`config.mk`:
```
export PLATFORM = sky130hd
export DESIGN_NAME = field_merge_unit
export DESIGN_NICKNAME = d
export VERILOG_FILES = /design/src/rtl/fmu_pkg.sv /design/src/rtl/fmu_rotl.sv /design/src/rtl/fmu_mask_gen.sv /design/src/rtl/field_merge_unit.sv
export SDC_FILE = /design/constraint.sdc
export NUM_CORES = 1
export LEC_CHECK = 0
export ABC_AREA = 1
export CORE_MARGIN = 4
export CORE_UTILIZATION = 50
export CTS_BUF_LIST = sky130_fd_sc_hd__clkbuf_2
export DETAILED_ROUTE_END_ITERATION = 10
export MAX_ROUTING_LAYER = met4
export PLACE_DENSITY = 0.78
export SLEW_MARGIN = 0
export SYNTH_ARGS = -nofsm -noshare
export SYNTH_HDL_FRONTEND = slang
export SYNTH_SLANG_ARGS = --single-unit
```
`constraint.sdc`:
```
create_clock -name clk -period 0.8 [get_ports clk]
set_input_delay 0.16 -clock clk [delete_from_list [all_inputs] [get_ports clk]]
set_output_delay 0.16 -clock clk [all_outputs]
set_load 0.02 [all_outputs]
```
`src/rtl/fmu_pkg.sv`:
```
package fmu_pkg;

   typedef enum logic {
      OUT_COMB = 1'b0,
      OUT_REG  = 1'b1
   } out_style_e;

endpackage

```
`src/rtl/fmu_rotl.sv`:
```
module fmu_rotl #(
   parameter int W  = 32,
   parameter int CW = $clog2(W)
) (
   input  logic [W-1:0]  din,
   input  logic [CW-1:0] cnt,
   output logic [W-1:0]  dout
);

   logic [W-1:0] stg [0:CW];

   assign stg[0] = din;

   for (genvar s = 0; s < CW; s++) begin : g_stage
      localparam int SH = 1 << s;
      logic [W-1:0] rotated;
      assign rotated    = {stg[s][W-1-SH:0], stg[s][W-1:W-SH]};
      assign stg[s + 1] = cnt[s] ? rotated : stg[s];
   end

   assign dout = stg[CW];

endmodule

```
`src/rtl/fmu_mask_gen.sv`:
```
module fmu_mask_gen #(
   parameter int W  = 32,
   parameter int CW = $clog2(W)
) (
   input  logic [CW-1:0] len_m1,
   output logic [W-1:0]  mask
);

   for (genvar i = 0; i < W; i++) begin : g_bit
      localparam logic [CW-1:0] IDX = CW'(i);
      assign mask[i] = (IDX <= len_m1);
   end

endmodule

```
`src/rtl/field_merge_unit.sv`:
```
module field_merge_unit #(
   parameter int                 DATA_W    = 32,
   parameter fmu_pkg::out_style_e OUT_STYLE = fmu_pkg::OUT_REG,
   localparam int                CNT_W     = $clog2(DATA_W)
) (
   input  logic              clk,
   input  logic              rst_n,
   input  logic              req_valid,
   input  logic [DATA_W-1:0] opnd_a,
   input  logic [DATA_W-1:0] opnd_m,
   input  logic [CNT_W-1:0]  rot_cnt,
   input  logic [CNT_W-1:0]  fld_len,
   input  logic              rot_data_en,
   input  logic              rot_mask_en,
   input  logic              force_hi_en,
   input  logic              pc_lsb,
   output logic              out_valid,
   output logic [DATA_W-1:0] out_word
);

   if (DATA_W < 2 || (DATA_W & (DATA_W - 1)) != 0) begin : g_bad_width
      $error("field_merge_unit: DATA_W must be a power of two, at least 2");
   end

   localparam logic [CNT_W-1:0] TOP_BIT = CNT_W'(1) << (CNT_W - 1);

   logic [CNT_W-1:0]  eff_cnt;
   logic [CNT_W-1:0]  data_cnt;
   logic [CNT_W-1:0]  mask_cnt;
   logic [DATA_W-1:0] m_prep;
   logic [DATA_W-1:0] mask_base;
   logic [DATA_W-1:0] mask_fin;
   logic [DATA_W-1:0] merged;

   assign eff_cnt  = (force_hi_en && pc_lsb) ? (rot_cnt | TOP_BIT) : rot_cnt;
   assign data_cnt = rot_data_en ? eff_cnt : '0;
   assign mask_cnt = rot_mask_en ? eff_cnt : '0;

   fmu_rotl #(.W(DATA_W), .CW(CNT_W)) i_data_rot (
      .din  (opnd_m),
      .cnt  (data_cnt),
      .dout (m_prep)
   );

   fmu_mask_gen #(.W(DATA_W), .CW(CNT_W)) i_mask_gen (
      .len_m1 (fld_len),
      .mask   (mask_base)
   );

   fmu_rotl #(.W(DATA_W), .CW(CNT_W)) i_mask_rot (
      .din  (mask_base),
      .cnt  (mask_cnt),
      .dout (mask_fin)
   );

   assign merged = (opnd_a & ~mask_fin) | (m_prep & mask_fin);

   if (OUT_STYLE == fmu_pkg::OUT_REG) begin : g_reg_out
      always_ff @(posedge clk or negedge rst_n) begin
         if (!rst_n) begin
            out_valid <= 1'b0;
            out_word  <= '0;
         end else begin
            out_valid <= req_valid;
            if (req_valid) out_word <= merged;
         end
      end


      valid_follows_req_chk: assert property (@(posedge clk) disable iff (!rst_n)
         req_valid |=> out_valid);

      idle_no_valid_chk: assert property (@(posedge clk) disable iff (!rst_n)
         !req_valid |=> !out_valid);

      idle_hold_chk: assert property (@(posedge clk) disable iff (!rst_n)
         !req_valid |=> $stable(out_word));
   end else begin : g_comb_out
      assign out_valid = req_valid;
      assign out_word  = merged;
   end


   mask_width_chk: assert property (@(posedge clk) disable iff (!rst_n)
      $countones(mask_fin) == int'(fld_len) + 1);

   data_rot_bits_chk: assert property (@(posedge clk) disable iff (!rst_n)
      $countones(m_prep) == $countones(opnd_m));

   mask_at_zero_chk: assert property (@(posedge clk) disable iff (!rst_n)
      !rot_mask_en |-> mask_fin[0]);

   force_top_chk: assert property (@(posedge clk) disable iff (!rst_n)
      (force_hi_en && pc_lsb && rot_mask_en && fld_len == '0) |->
      $countones(mask_fin[DATA_W-1:DATA_W/2]) == 1);

endmodule

```
==> results.yml, run 1 <==
outcome:
  status: "aborted with a tool error"
  lastStage: "5_1_grt"
  error_line: "[ERROR GRT-0232] Routing congestion too high. Check the congestion heatmap in the GUI."
clocking:
  cts_buffers: 5
  clock_path_buffers: 2
  cts_num_sinks: 33
  clock-root-buffer: "clkbuf_2"
  cts_max_level: 2
grt:
  grt_max_degree: 35
  grt.total_usage: 0.842
  overflow: 239
yosys:
  synth_top_area_share: 0.435
  syn_inst: 1263
  ys_top_cells_by_area: "nand3_1, nand2_1, dfrtp_1"
  syn_nets: 1344
  syn_area_um2: 6320
  synth_cell_type_count: 24
  yosysWarnings: 0
  yosysTopAreaCell: "nand3_1"
  ys_seq_elements: 33
  synth_area_per_cell_um2: 5.00
  ys_seq_area_frac: 0.131
floorplan:
  boundaryPins: 114
  die_w_um: 120
  num_rows: 40
  start_util: 0.518
  die_h_um: 120
place:
  dp_slack_ns: -1.61
  io_buffer_count: 113
  dp_hpwl_um: 22300
  gp_congestion: 1.07
[stage by stage]
| stage | instances | cell area (µm²) |
|---|---|---|
| after detailed placement | 1591 | 8670 |
| after global placement | 1591 | 8670 |
| after floorplan | 1263 | 6640 |
| after CTS | 1637 | 11000 |
[per-layer routing]
metal | GRT overflow | global-route usage
met5 | - | -
met4 | 78 | 0.856
met3 | 13 | 0.720
met2 | 145 | 0.976
met1 | 3 | 0.801
[Yosys cell counts (all sizes together)]
library cell and number:
inv 86, nand4 2, clkbuf 29, buf 54, clkinv 5, o21ai 29
a21oi 2, nor2 15, o211ai 4, nand3 550, dfrtp 33, or2 1
nand2 452, a31oi 1
[kinds of logic after synthesis]
group / after synthesis / share of synthesized area
DFF: 33 / 0.131
and+or+nand+nor: 1020 / 0.721
buffers and inverters: 174 / 0.117
AOI/OAI and AO/OA: 36 / 0.0309
[timing repair]
action | CTS
buffers inserted | 33
resized for setup | 689
pin swaps | 177
hold buffers | 0
setup endpoints to repair | 65
gates cloned | 6
==> inputs of run 2 (changes only) <==
Settings changed: CORE_UTILIZATION 50 to 40, CTS_BUF_LIST sky130_fd_sc_hd__clkbuf_2 to default, MAX_ROUTING_LAYER met4 to default, PLACE_DENSITY 0.78 to default, PLACE_DENSITY_LB_ADDON from default to 0.15.
Clock period 0.8 ns to 1 ns, I/O delays scaled along.
==> results.yml, run 2 <==
sta:
  worst_pin_slew_ns: 0.305
  setup_viol: 62
  clock.fmax_mhz: 642
  min_period_over_period: 1.56
  finalHoldViolations: 0
  rsz0062_at_grt: "true"
  maxSlewViolCount: 0
  relSlewSlack: 0.796
  fin_crit_ns: 1.56
  setup_ws_ns: -0.557
  clock_skew_ns: 0
floorplan:
  start_util: 0.413
  num_rows: 45
  die_area_um2: 17900
  coreArea_um2: 15300
  die_h_um: 134
  die_w_um: 134
  boundaryPins: 114
grt:
  grt_pass1_wl_um: 48800
  grt_pass1_vias: 9550
  grt_max_degree: 39
  overflow: 0
  grt.total_usage: 0.339
  antenna_found_initial: 0
setup_path:
  worst-path-max-fanout: 6
  rrSetupSlack_ns: 0.14
  worstReg2RegEnd: "out_word[5]"
  required_ns: 1.17
  r2r_start: "out_word[5]"
  cp-start-kind: "primary input"
  rr_worst_depth: 4
  cp.arrival_ns: 1.73
  critPathCaptureType: "flop"
  criticalPathCategory: "in -> reg"
clocking:
  clock-root-buffer: "clkbuf_16"
  cts_max_level: 2
  clock_path_buffers: 2
  cts_buffers: 5
  ctsHoldBuffers: 0
  clk_latency_ns: 0.28
  path_clk_slew_ns: 0.06
  cts_num_sinks: 33
  cts_tree: "yes"
detailed_routing:
  drtAntennaViolNets: 0
  vias: 10200
  drtIter0Drc: 1015
  drt_first_pass_iters: 5
  viasPerCell: 6.06
  avgRoutedWirePerCell_um: 19.8
  drc: 0
  wl_um: 33300
power_and_ir_drop:
  seq_power_share: 0.159
  p_int_mw: 6.03
  ir_worst_vdd_uv: 942
  clkPwrFrac: 0.185
  powerDensity_nw_per_um2: 902
  p_sw_frac: 0.455
  p_sw_mw: 5.04
  total_leakage_power_nw: 6.12
  combPwrFrac: 0.656
yosys:
  ys_seq_elements: 33
  syn_nets: 1344
  synth_edf_count: 0
  synth_top_area_share: 0.435
  yosysMostFrequentCell: "nand3_1"
  synthArstFlopShare: 1.00
  synth_cell_type_count: 24
  ys_seq_area_frac: 0.131
  ys_top_cells_by_area: "nand3_1, nand2_1, dfrtp_1"
  syn_area_um2: 6320
  synth_flop_cell: "dfrtp_1"
  yosys-top-cells-count: "nand3_1, nand2_1, inv_1, buf_2, dfrtp_1"
  syn_inst: 1263
  yosysTopAreaCell: "nand3_1"
  yosysWarnings: 0
  synth_area_per_cell_um2: 5.00
final_layout:
  antenna-diode-count: 0
  final_common_cell: "nand2_1"
  nets: 1550
  layout-drive-gt1-share: 0.528
  fin_area_um2: 12300
  reg.largest.list: "out_word: 32 flops, out_valid: 1 flops"
  largest_register_ffs: 32
  layout_common_cells: "nand2_1, nand3_2, nand3_1"
  area_delta_synth_final_pct: 94.2
  top_register: "out_word"
place:
  place_area_um2: 8700
  dp_hpwl_um: 23000
  io_buffer_count: 113
  gp_congestion: 1.09
  dp_slack_ns: -1.40
worst_hold_path:
  hold_path.class: "in -> async"
outcome:
  violations: "negative setup slack"
  status: "finished with violations"
flow_run:
  drv_cap: 0
## run 2: worst max-delay path, stage by stage
cell and delay, ns:
buf_6 0.12, buf_6 0.12, nor2_4 0.21, buf_6 0.16
o211ai_1 0.08, buf_4 0.16, nand3_4 0.10, nand3_1 0.10
nand2_2 0.12, nand2_2 0.08, nand2_1 0.07, nand2_1 0.06
nand3_1 0.07, nand2_1 0.06
## run 2: logic make-up (layout without fill, tap and decap cells)
group           after synthesis  after routing  synth area share
compound gates               36             36            0.0309
buf+inv                     174            377             0.117
flops                        33             33             0.131
simple gates               1020           1024             0.721
## run 2: how the worst max path moves through the flow
stage | to | slack (ns) | depth (start not counted) | startpoint
floorplan | out_word[21] | -0.39 | 16 | rot_data_en
global placement | out_word[0] | -1.40 | 12 | rot_mask_en
detailed placement | out_word[5] | -1.40 | 15 | rot_data_en
global route | out_word[30] | -0.63 | 14 | fld_len[4]
CTS | out_word[5] | -0.49 | 17 | rot_cnt[0]
finish | out_word[30] | -0.56 | 14 | fld_len[4]
## run 2: layout make-up
cell class,instances,area (µm²)
Clock buffer,5,125
Tap cell,211,264
Timing Repair Buffer,278,3060
Clock inverter,3,65.1
Fill cell,1078,3040
Inverter,91,378
Multi-Input combinational cell,1060,7560
Sequential cell,33,826
## run 2: what timing repair did
action	CTS	global route
resized for setup	567	366
endpoints found under the hold margin	0	0
pin swaps	103	112
setup endpoints to repair	65	65
gates cloned	9	0
setup buffers	17	22
## run 2: power groups by stage
stage                     Clock, mW  Combinational [mW]  Sequential [mW]
after floorplan                   0                2.78             2.00
after global placement            0                5.22             1.73
after detailed placement          0                5.25             1.73
after CTS                      2.06                6.04             1.71
after global routing           2.13                7.73             1.78
final                          2.05                7.26             1.76
## run 2: layer usage
metal,global-route usage,share of wire
met5,0,0
met4,0.206,0.086
met3,0.0570,0.072
met2,0.593,0.48
met1,0.384,0.36
## run 2: metrics by stage
step                      hold WS, ns  TNS (ns)  instances  power (mW)  utilization
after global placement          0.464    -46.89       1627        6.95        0.568
after detailed placement        0.467    -47.57       1627        6.98        0.568
after CTS                       0.292    -16.90       1661        9.80        0.701
after floorplan               -0.0956    -11.95       1263        4.78            -
final                           0.287    -16.24       1681        11.1        0.802
after global routing            0.316    -19.28       1681        11.6        0.802
Note: power is estimated with default switching activity, not from simulation.
